[config.mk]
export PLATFORM = sky130hd
export DESIGN_NAME = epd_cmd_seq
export DESIGN_NICKNAME = d
export VERILOG_FILES = /design/src/rtl/epd_seq_pkg.sv /design/src/rtl/epd_spi_tx.sv /design/src/rtl/epd_tick_cnt.sv /design/src/rtl/epd_cmd_seq.sv
export SDC_FILE = /design/constraint.sdc
export NUM_CORES = 1
export LEC_CHECK = 0
export ABC_CLOCK_PERIOD_IN_PS = 2500
export BUFFER_PORTS_ARGS = -buffer_cell sky130_fd_sc_hd__buf_2
export CORE_UTILIZATION = 55
export CTS_BUF_LIST = sky130_fd_sc_hd__clkbuf_8
export CTS_CLUSTER_DIAMETER = 80
export DETAILED_ROUTE_END_ITERATION = 12
export PLACE_DENSITY = 0.78
export SLEW_MARGIN = 40
export SYNTH_ARGS = -nofsm -noshare
export SYNTH_HDL_FRONTEND = slang
export SYNTH_HIERARCHICAL = 1
export SYNTH_SLANG_ARGS = --single-unit
[constraint.sdc]
create_clock -name clk -period 2.5 [get_ports clk]
set_input_delay 0.625 -clock clk [delete_from_list [all_inputs] [get_ports clk]]
set_output_delay 0.625 -clock clk [all_outputs]
set_load 0.02 [all_outputs]
[src/rtl/epd_seq_pkg.sv]
package epd_seq_pkg;

   typedef enum logic [2:0] {
      ST_PSR, ST_PWR, ST_BST, ST_PLL, ST_ID, ST_DTM, ST_DRF
   } step_e;

   typedef enum logic [3:0] {
      F_IDLE, F_RST_LO, F_RST_HI, F_CMD, F_CMD_W, F_DAT, F_DAT_W,
      F_GAP, F_BUSY, F_ABRT, F_FIN
   } fsm_e;

   function automatic logic [7:0] step_cmd(step_e s);
      case (s)
         ST_PSR:  return 8'h00;
         ST_PWR:  return 8'h01;
         ST_BST:  return 8'h06;
         ST_PLL:  return 8'h30;
         ST_ID:   return 8'hCD;
         ST_DTM:  return 8'h10;
         default: return 8'h12;
      endcase
   endfunction

   // number of fixed data bytes; the frame step length comes from a parameter
   function automatic int unsigned fixed_len(step_e s);
      case (s)
         ST_PSR:  return 2;
         ST_PWR:  return 2;
         ST_BST:  return 3;
         ST_PLL:  return 1;
         ST_ID:   return 1;
         default: return 0;
      endcase
   endfunction

   function automatic logic step_waits(step_e s);
      return (s == ST_PWR) || (s == ST_BST) || (s == ST_DRF);
   endfunction

   function automatic logic [7:0] step_data(step_e s, logic [2:0] i, logic [7:0] pll);
      case (s)
         ST_PSR:  return (i == 3'd0) ? 8'h5F : 8'hE9;
         ST_PWR:  return (i == 3'd0) ? 8'h3F : 8'h00;
         ST_BST:  return (i == 3'd0) ? 8'h6F : ((i == 3'd1) ? 8'h1F : 8'h17);
         ST_PLL:  return pll;
         default: return 8'h00;
      endcase
   endfunction

endpackage

[src/rtl/epd_spi_tx.sv]
module epd_spi_tx #(
   parameter int HALF = 2
) (
   input  logic       clk,
   input  logic       arst_n,
   input  logic       go,
   input  logic [7:0] din,
   input  logic       miso,
   output logic       sck,
   output logic       mosi,
   output logic       busy,
   output logic       done,
   output logic [7:0] dout
);
   localparam int DW = (HALF > 1) ? $clog2(HALF) : 1;

   logic       act, ph, done_q, tick;
   logic [2:0] bitn;
   logic [7:0] sh, rx;

   generate
      if (HALF == 1) begin : g_nodiv
         assign tick = 1'b1;
      end else begin : g_div
         logic [DW-1:0] div;
         always_ff @(posedge clk or negedge arst_n) begin
            if (!arst_n)                   div <= '0;
            else if (!act || tick)         div <= '0;
            else                           div <= div + 1'b1;
         end
         assign tick = (div == DW'(HALF - 1));
      end
   endgenerate

   always_ff @(posedge clk or negedge arst_n) begin
      if (!arst_n) begin
         act <= 1'b0; ph <= 1'b0; bitn <= '0;
         sh <= '0; rx <= '0; done_q <= 1'b0;
      end else begin
         done_q <= 1'b0;
         if (!act) begin
            if (go) begin
               act <= 1'b1; sh <= din; ph <= 1'b0; bitn <= '0;
            end
         end else if (tick) begin
            if (!ph) begin
               ph <= 1'b1;
               rx <= {rx[6:0], miso};
            end else begin
               ph <= 1'b0;
               sh <= {sh[6:0], 1'b0};
               if (bitn == 3'd7) begin
                  act    <= 1'b0;
                  done_q <= 1'b1;
               end else begin
                  bitn <= bitn + 3'd1;
               end
            end
         end
      end
   end

   assign sck  = ph;
   assign mosi = sh[7];
   assign busy = act;
   assign done = done_q;
   assign dout = rx;
endmodule

[src/rtl/epd_tick_cnt.sv]
module epd_tick_cnt #(
   parameter int W = 32
) (
   input  logic         clk,
   input  logic         arst_n,
   input  logic         run,
   output logic [W-1:0] cnt
);
   always_ff @(posedge clk or negedge arst_n) begin
      if (!arst_n)          cnt <= '0;
      else if (!run)        cnt <= '0;
      else if (cnt != '1)   cnt <= cnt + 1'b1;
   end
endmodule

[src/rtl/epd_cmd_seq.sv]
module epd_cmd_seq
   import epd_seq_pkg::*;
#(
   parameter int         SCK_HALF     = 2,
   parameter int         FRAME_BYTES  = 192000,
   parameter int         RST_LOW_CYC  = 400,
   parameter int         RST_REL_CYC  = 400,
   parameter int         BUSY_GUARD   = 8,
   parameter int         BUSY_TIMEOUT = 1200000000,
   parameter int         TMR_W        = 32,
   parameter logic [7:0] PLL_CFG      = 8'h08,
   parameter logic [7:0] ID_EXPECT    = 8'h04
) (
   input  logic             clk,
   input  logic             arst_n,
   input  logic             start,
   input  logic             abort_en,
   input  logic [TMR_W-1:0] abort_dly,
   input  logic [7:0]       pix_data,
   input  logic             pix_valid,
   output logic             pix_ready,
   output logic             epd_sck,
   output logic             epd_mosi,
   input  logic             epd_miso,
   output logic             epd_cs_n,
   output logic             epd_dc,
   output logic             epd_rst_n,
   input  logic             epd_busy,
   output logic             done,
   output logic             timeout_err,
   output logic             id_err,
   output logic             aborted
);
   localparam int LEN_RAW = $clog2(FRAME_BYTES + 1);
   localparam int LEN_W   = (LEN_RAW > 3) ? LEN_RAW : 3;

   generate
      if (PLL_CFG == 8'h07) begin : g_bad_pll
         $error("PLL_CFG 0x07 doubles the panel clock");
      end
      if (SCK_HALF < 1 || FRAME_BYTES < 1 || RST_LOW_CYC < 1 || RST_REL_CYC < 1) begin : g_bad_cnt
         $error("timing and frame parameters must be positive");
      end
      if (BUSY_GUARD >= BUSY_TIMEOUT) begin : g_bad_guard
         $error("busy guard must be shorter than the busy timeout");
      end
   endgenerate

   fsm_e             st;
   step_e            step;
   logic [LEN_W-1:0] idx, cur_len;
   logic             inited, abort_q;
   logic [TMR_W-1:0] dly_q, cnt;
   logic             tx_go, tx_busy, tx_done, byte_avail, last_step, ready;
   logic [7:0]       tx_byte, rx_byte;
   logic             run;

   assign cur_len    = (step == ST_DTM) ? LEN_W'(FRAME_BYTES) : LEN_W'(fixed_len(step));
   assign byte_avail = (step != ST_DTM) || pix_valid;
   assign last_step  = (step == ST_DRF);
   assign run        = (st == F_RST_LO) || (st == F_RST_HI) || (st == F_BUSY) || (st == F_ABRT);
   assign ready      = (cnt >= TMR_W'(BUSY_GUARD)) && !epd_busy;

   assign tx_go   = (st == F_CMD) || ((st == F_DAT) && byte_avail);
   assign tx_byte = (st == F_CMD)    ? step_cmd(step) :
                    (step == ST_DTM) ? pix_data : step_data(step, idx[2:0], PLL_CFG);

   epd_spi_tx #(.HALF(SCK_HALF)) u_spi (
      .clk(clk), .arst_n(arst_n), .go(tx_go), .din(tx_byte), .miso(epd_miso),
      .sck(epd_sck), .mosi(epd_mosi), .busy(tx_busy), .done(tx_done), .dout(rx_byte)
   );

   epd_tick_cnt #(.W(TMR_W)) u_tmr (
      .clk(clk), .arst_n(arst_n), .run(run), .cnt(cnt)
   );

   always_ff @(posedge clk or negedge arst_n) begin
      if (!arst_n) begin
         st <= F_IDLE; step <= ST_PSR; idx <= '0; inited <= 1'b0;
         abort_q <= 1'b0; dly_q <= '0;
         timeout_err <= 1'b0; id_err <= 1'b0; aborted <= 1'b0;
      end else begin
         case (st)
            F_IDLE: if (start) begin
               abort_q <= abort_en; dly_q <= abort_dly;
               timeout_err <= 1'b0; id_err <= 1'b0; aborted <= 1'b0;
               if (inited) begin step <= ST_DTM; st <= F_CMD; end
               else        st <= F_RST_LO;
            end
            F_RST_LO: if (cnt == TMR_W'(RST_LOW_CYC - 1)) st <= F_RST_HI;
            F_RST_HI: if (cnt == TMR_W'(RST_LOW_CYC + RST_REL_CYC - 1)) begin
               step <= ST_PSR; st <= F_CMD;
            end
            F_CMD: st <= F_CMD_W;
            F_CMD_W: if (tx_done) begin
               idx <= '0;
               st  <= (cur_len != '0) ? F_DAT : F_GAP;
            end
            F_DAT: if (byte_avail) st <= F_DAT_W;
            F_DAT_W: if (tx_done) begin
               if (step == ST_ID) id_err <= (rx_byte != ID_EXPECT);
               if (idx == cur_len - 1'b1) st <= F_GAP;
               else begin idx <= idx + 1'b1; st <= F_DAT; end
            end
            F_GAP: begin
               if (step_waits(step))  st <= F_BUSY;
               else if (last_step)    st <= F_FIN;
               else begin
                  if (step == ST_ID) inited <= 1'b1;
                  step <= step_e'(step + 3'd1);
                  st   <= F_CMD;
               end
            end
            F_BUSY: begin
               if (last_step && abort_q && cnt == dly_q) begin
                  inited <= 1'b0; aborted <= 1'b1; st <= F_ABRT;
               end else if (ready) begin
                  if (last_step) st <= F_FIN;
                  else begin step <= step_e'(step + 3'd1); st <= F_CMD; end
               end else if (cnt == TMR_W'(BUSY_TIMEOUT - 1)) begin
                  timeout_err <= 1'b1; inited <= 1'b0; st <= F_FIN;
               end
            end
            F_ABRT: if (cnt == dly_q + TMR_W'(RST_LOW_CYC)) st <= F_FIN;
            F_FIN:  st <= F_IDLE;
            default: st <= F_IDLE;
         endcase
      end
   end

   assign epd_cs_n  = !((st == F_CMD) || (st == F_CMD_W) || (st == F_DAT) || (st == F_DAT_W));
   assign epd_dc    = (st == F_DAT) || (st == F_DAT_W);
   assign epd_rst_n = !((st == F_RST_LO) || (st == F_ABRT));
   assign pix_ready = (st == F_DAT) && (step == ST_DTM);
   assign done      = (st == F_FIN);

endmodule

==> results of run 1 <==
==> flip-flops by register name, summed over array words and instances, names as in the netlist, 3 cells and up <==
signal / count
idx: 18
u_spi/bitn: 3
u_tmr/cnt: 32
u_spi/dout: 8
step: 3
u_spi/sh: 8
st: 4
dly_q: 32
==> through the flow <==
stage | setup TNS (ns) | util [%] | hold slack, ns | total power (W) | instances
2_1_floorplan | 0 | - | 0.329 | 0.00606 | 840
3_3_place_gp | -0.110 | 64.2 | 0.476 | 0.00731 | 1113
3_5_place_dp | -0.257 | 64.2 | 0.489 | 0.00743 | 1113
4_1_cts | -0.147 | 67.5 | 0.106 | 0.00935 | 1145
5_1_grt | -0.488 | 68.3 | 0.119 | 0.0101 | 1147
6_report | -0.0424 | 68.3 | 0.110 | 0.00952 | 1147
==> worst paths after layout <==
path | from | endpoint | depth (start not counted)
max | dly_q[6] | st[0] | 8
min | arst_n | u_tmr/cnt[16] | 1
max in group asynchronous | arst_n | dly_q[29] | 2
min reg2reg | u_spi/bitn[0] | u_spi/bitn[0] | 1
min in group clk | epd_miso | u_spi/dout[0] | 2
max reg2reg | dly_q[6] | st[0] | 8
==> cell usage in the layout (no fill, tap or decap), types with 5 or more instances in the layout <==
cell type and n:
nand3_1 38, mux2i_1 8, nor4_1 21, dfrtp_1 113, o21ai_0 36, o22ai_1 12
nand2b_1 17, a21oi_1 43, clkbuf_8 20, xor2_1 42, a31oi_1 7, or4_1 8
o211ai_1 5, xnor2_1 18, buf_4 83, and4_1 5, inv_1 24, buf_2 54
o31ai_1 11, a211oi_1 5, and3_1 13, nor3_1 31, ha_1 8, mux2_2 42
nand4_1 28, nor2b_1 7, or3_1 22, nor2_1 70, nand2_1 62
==> power breakdown <==
part	internal [W]	switching [W]
clock network	0.00106	0.000815
logic	0.00207	0.00245
registers	0.00245	0.000672
total	0.00558	0.00394
==> timing repair <==
item | CTS | global route
endpoints found under the setup margin | 3 | 15
resized for setup | 5 | 19
setup buffers | 0 | 2
cloned | 0 | 0
pin swaps | 10 | 5
==> per-layer routing <==
metal  wire (um)  track usage [%]  vias to the layer above
met4         758             13.4                        0
met2        9880             48.8                      301
met1        8310             36.3                     3416
li1            -                -                     3360
met5           0                0                        -
met3        1350             5.99                       52
==> worst max-delay path: cells and delay by family, from the launching register on <==
family / cells / cell delay (ns)
xor gates and xnor gates: 1 / 0.15
buffers and inverters: 1 / 0.20
AOI/OAI and AO/OA: 1 / 0.32
DFF: 1 / 0.48
and+or+nand+nor: 5 / 1.28
==> final cells by class <==
class / instances / area, um^2 / share of cell area, %
clock inverters: 12 / 151 / 1.66
clock buffers: 20 / 275 / 3.02
inverters: 26 / 97.6 / 1.07
flip-flops and latches: 117 / 2930 / 32.2
repair buffers: 140 / 945 / 10.4
well taps: 176 / 220 / 2.42
multi-input cells: 656 / 4490 / 49.3
==> cell usage after synthesis, types with 5 or more instances <==
| library cell | instances | share of area (%) |
|---|---|---|
| clkbuf_1 | 26 | 1.3 |
| nor3_1 | 32 | 2.1 |
| nand2b_1 | 17 | 1.4 |
| o211ai_1 | 5 | 0.49 |
| o22ai_1 | 12 | 0.99 |
| a31oi_1 | 7 | 0.58 |
| and3_1 | 13 | 1.1 |
| o21ai_0 | 38 | 2.5 |
| nor4_1 | 25 | 2.1 |
| o31ai_1 | 11 | 1.1 |
| mux2_2 | 42 | 6.2 |
| mux2i_1 | 9 | 1.2 |
| or3_1 | 22 | 1.8 |
| a211oi_1 | 5 | 0.49 |
| nand2_1 | 62 | 3.1 |
| inv_1 | 25 | 1.2 |
| xor2_1 | 42 | 4.8 |
| nor2_1 | 70 | 3.5 |
| nand3_1 | 39 | 2.6 |
| nand4_1 | 28 | 2.3 |
| ha_1 | 11 | 1.8 |
| a21oi_1 | 44 | 2.9 |
| xnor2_1 | 20 | 2.3 |
| nor2b_1 | 7 | 0.58 |
| and4_1 | 5 | 0.58 |
| or4_1 | 8 | 0.79 |
| dfrtp_1 | 117 | 39 |
==> cell families (layout without fill, tap and decap cells) <==
| group | count (synthesis) | after routing | synth area share, % |
|---|---|---|---|
| compound gates | 171 | 171 | 15.2 |
| fa+ha+maj | 11 | 11 | 1.81 |
| buf+inv | 67 | 198 | 3.89 |
| flops | 117 | 117 | 38.5 |
| mux | 51 | 51 | 7.41 |
| xor+xnor | 63 | 63 | 7.36 |
| simple gates | 360 | 360 | 25.8 |
==> flow_summary.yaml, run 1 <==
outcome:
  status: "finished with violations"
  failed_checks: "negative setup slack"
clocking:
  cts-buffers-inserted: 17
  htree_levels: 4
  tritoncts: "yes"
  cts_root_buf: "clkbuf_8"
  cts.reportedPaths.clkPinSlew_ns: 0.08
  clock-sinks: 117
  clk-insertion-delay-late_ns: 0.44
  ctsHoldBuffers: 0
  clock_tree.buffer_depth: 2
yosys:
  synth.yosys.seq_area_share_pct: 38.5
  synth_cell_type_count: 82
  postSynth.topFlopCell: "dfrtp_1"
  ys_async_sr_fraction_pct: 100
  cell_area_synth_um2: 7600
  syn-num-nets: 898
  syn_area_per_cell_um2: 9.04
  yosys_register_bits: 117
  yosys_warnings: 6
  syn-instance-count: 840
  number_of_enable_flip_flop_cells_after_synthesis: 0
sta:
  achievable-frequency_mhz: 394
  report.final.slew_viol_count: 0
  timing.max_slew.rel_slack_pct: 61.1
  layout_min_cycle_time_ns: 2.54
  final.period_utilization_pct: 102
  clock-skew-final_ns: 0.0110
  setup_viol: 2
  grt_setup_unrepaired: "yes"
  hold_viol_final: 0
  max_slew.worst_pin.slew_ns: 0.578
  timing.final.ws_setup_ns: -0.0376
critical_path:
  timing.setup.critical_path_class: "reg -> reg"
  timing.critical_path.cells: "buf_4 -> xor2_1 -> nor4_1 -> nand4_1 -> or4_1 -> nand4_1 -> nand3_1 -> o31a_1"
  crit_path_frequent_cell: "nand4_1"
  cpPeakStageDelay_ns: 0.57
  start_kind: "flop"
  critical_path_required_time_ns: 2.83
  r2r_slack_ns: -0.04
  end_kind: "flop"
  data_arrival_critical_path_ns: 2.87
  worst_path_max_delay_cell: "or4_1"
  critPathMaxFanout: 7
min_path:
  hold_class: "in -> async"
place:
  gp_routability_congestion: 1.00
  placement.io_buffers: 56
  place.detailed.hpwl_mm: 14.5
  detailed_place.area_um2: 8570
  pre_cts_slack_ns: -0.144
detailed_routing:
  drt.antenna.violating_nets: 0
  drcViolationCount: 0
  detailedRoute.firstPassIterationCount: 5
  avgViaCountPerCell: 6.22
  vias: 7129
  route.detailed.wl_per_inst_um: 17.7
  drt_wl_total_mm: 20.3
  initialDrtViolationCount: 582
global_routing:
  grt_pass1_vias: 6840
  first_pass_grt_wire_length_mm: 32.9
  number_of_antenna_violations_at_the_first_check_in_global_routing: 0
  global_route.overflow_total: 0
  grt_use_total_pct: 29.2
  largest_net_degree_at_the_start_of_global_routing: 48
die:
  die_width_um: 120
  die-height_um: 120
  core_area_um2: 13300
  start_util_pct: 56.9
  design.portCount: 57
  die_area_um2: 14300
  std_cell_rows: 42
cells_and_area:
  syn_to_final_growth_pct: 20.0
  antenna_cells: 0
  filler_cell_count: 1054
  net_total_in_the_final_layout: 1016
  postLayoutCellArea_um2: 9110
  post_route_cells_drive_above_1_share_pct: 26.9
power_and_ir_drop:
  cellLeakagePower_nw: 3.87
  power.ir.vdd_worst_mv: 0.841
  powerDensity_nw_per_um2: 1040
flow_run:
  cap_viol_max_count: 0
Power figures use the tool's default switching activity.
==> run 2: changes to the inputs <==
--- a/config.mk
+++ b/config.mk
@@ -5,13 +5,13 @@
 export SDC_FILE = /design/constraint.sdc
 export NUM_CORES = 1
 export LEC_CHECK = 0
-export ABC_CLOCK_PERIOD_IN_PS = 2500
+export ABC_CLOCK_PERIOD_IN_PS = 3200
 export BUFFER_PORTS_ARGS = -buffer_cell sky130_fd_sc_hd__buf_2
 export CORE_UTILIZATION = 55
 export CTS_BUF_LIST = sky130_fd_sc_hd__clkbuf_8
 export CTS_CLUSTER_DIAMETER = 80
 export DETAILED_ROUTE_END_ITERATION = 12
-export PLACE_DENSITY = 0.78
+export PLACE_DENSITY = 0.75
 export SLEW_MARGIN = 40
 export SYNTH_ARGS = -nofsm -noshare
 export SYNTH_HDL_FRONTEND = slang
==> constraint.sdc (replaced) <==
create_clock -name clk -period 3.2 [get_ports clk]
set_input_delay 0.8 -clock clk [delete_from_list [all_inputs] [get_ports clk]]
set_output_delay 0.8 -clock clk [all_outputs]
set_load 0.02 [all_outputs]
==> run 2 against run 1 <==
  * The flow now finishes without violations
  * Via count down 3.6%
  * Largest power group unchanged
  * Non-clock buffer count decreased by 65
  * Sequential power down 18%
  * Clock power shrank 24%
  * Die area is the same
  * Final area is 7.0% lower
  * Count of clock-buffer cells in the layout shrank 3
  * Register-to-register slack improved by 0.27 ns
  * Largest cell class unchanged
  * Worst hold slack better by 0.17 ns
  * Worst setup slack improved by 0.23 ns
  * Wire length down 0.85%
==> flow_summary.yaml, run 2 (synthesis results as in run 1) <==
place:
  placement.io_buffers: 56
  number_of_placed_cells_counting_well_taps: 1050
  gp_routability_congestion: 0.959
  place.detailed.hpwl_mm: 14.5
sta:
  clock-skew-final_ns: 0.0103
  fin_setup_tns_ns: 0
  achievable-frequency_mhz: 332
  hold_viol_final: 0
  final.period_utilization_pct: 94.1
  report.final.slew_viol_count: 0
  setup_viol: 0
  whs_ns: 0.283
  layout_min_cycle_time_ns: 3.01
  timing.max_slew.rel_slack_pct: 60.6
  max_slew.worst_pin.slew_ns: 0.586
  grt_setup_unrepaired: "no"
flow_run:
  cap_viol_max_count: 0
power_and_ir_drop:
  power.ir.vdd_worst_mv: 0.360
  cellLeakagePower_nw: 3.54
  powerDensity_nw_per_um2: 824
  power.total_w: 0.00699
die:
  die-height_um: 120
  start_util_pct: 56.9
  die_area_um2: 14300
  core_area_um2: 13300
  design.portCount: 57
  std_cell_rows: 42
  die_width_um: 120
cells_and_area:
  antenna_cells: 0
  net_total_in_the_final_layout: 951
  largest_registers: "dly_q (32), u_tmr/cnt (32), idx (18)"
  post_route_cells_drive_above_1_share_pct: 19.0
  mostFrequentLayoutCells: "dfrtp_1 (117), nor2_1 (70), nand2_1 (62), buf_2 (55), a21oi_1 (44)"
  filler_cell_count: 1154
  finalNonFillerCells: 1082
  syn_to_final_growth_pct: 11.6
  layout_commonest_cell: "dfrtp_1"
detailed_routing:
  route.detailed.wl_per_inst_um: 18.6
  initialDrtViolationCount: 712
  vias: 6872
  drt.antenna.violating_nets: 0
  avgViaCountPerCell: 6.35
  drt_wl_total_mm: 20.1
  drcViolationCount: 0
  detailedRoute.firstPassIterationCount: 5
critical_path:
  end_kind: "output pin"
  data_arrival_critical_path_ns: 2.21
  timing.setup.critical_path_class: "reg -> out"
  critPathMaxFanout: 12
  start_kind: "flop"
  critical_path_required_time_ns: 2.40
clocking:
  cts_post_setup_buffers_inserted: 0
  clock_tree.buffer_depth: 2
  clk-insertion-delay-late_ns: 0.45
  ctsHoldBuffers: 0
  cts.reportedPaths.clkPinSlew_ns: 0.07
  cts-buffers-inserted: 17
  tritoncts: "yes"
  cts_root_buf: "clkbuf_8"
  post_cts.resized_instances: 0
  htree_levels: 4
  clock-sinks: 117
global_routing:
  grt_pass1_vias: 6866
  largest_net_degree_at_the_start_of_global_routing: 41
  global_route.overflow_total: 0
  grt_use_total_pct: 29.9
  first_pass_grt_wire_length_mm: 33.5
  number_of_antenna_violations_at_the_first_check_in_global_routing: 0
outcome:
  status: "finished, final reports clean"
min_path:
  hold_class: "in -> async"
==> run 2: cell types whose count changed in the layout (fill, tap and decap cells not counted), sizes merged <==
| cell | previous run | this run |
|---|---|---|
| buf | 140 | 75 |
| clkinvlp | 4 | 2 |
| inv | 28 | 30 |
| clkbuf | 20 | 17 |
| bufinv | 3 | 4 |
| clkinv | 3 | 5 |
==> run 2: report_power, final <==
part | internal [W] | switching [W] | leakage [nW]
combinational | 0.00131 | 0.00169 | 1.82
clock | 0.000826 | 0.000601 | 0.221
sequential | 0.00191 | 0.000655 | 1.49
==> run 2: critical path, stage by stage (launching register included) <==
cell and delay (ns):
dfrtp_1 0.49, inv_1 0.17, ha_1 0.45, nand2_1 0.19, nor3_1 0.25, buf_2 0.21
==> run 2: area by class of cell <==
type / instances / area (um^2) / share of cell area [%]
timing repair buffer: 75 / 438 / 5.17
sequential: 117 / 2930 / 34.5
clock inverter: 15 / 174 / 2.05
multi-input combinational: 656 / 4380 / 51.7
inverter: 26 / 97.6 / 1.15
clock buffer: 17 / 234 / 2.76
tap: 176 / 220 / 2.60
==> run 2: final timing paths <==
path	depth (start not counted)	slack, ns	end	startpoint
hold / removal	1	0.28	u_tmr/cnt[18]	arst_n
hold reg to reg	2	0.49	aborted	aborted
max in group asynchronous	3	2.00	idx[2]	arst_n
min in group clk	2	0.49	aborted	aborted
setup / recovery	5	0.19	pix_ready	step[1]
setup reg to reg	9	0.23	st[0]	dly_q[4]
==> run 2: per-stage QoR <==
step	setup WS (ns)	cell area [um^2]	utilization, %
after global routing	0.00168	8480	63.5
after global placement	0.368	8040	60.3
final	0.188	8480	63.5
after detailed placement	0.254	8060	60.4
after CTS	0.163	8470	63.5
after floorplan	0.579	7600	-
==> run 2: per-layer routing <==
layer	track usage, %	wire [um]	up-vias
li1	-	-	3216
met1	36.7	8330	3302
met2	50.0	9790	285
met3	5.80	1160	69
met4	15.6	849	0
met5	0	0	-
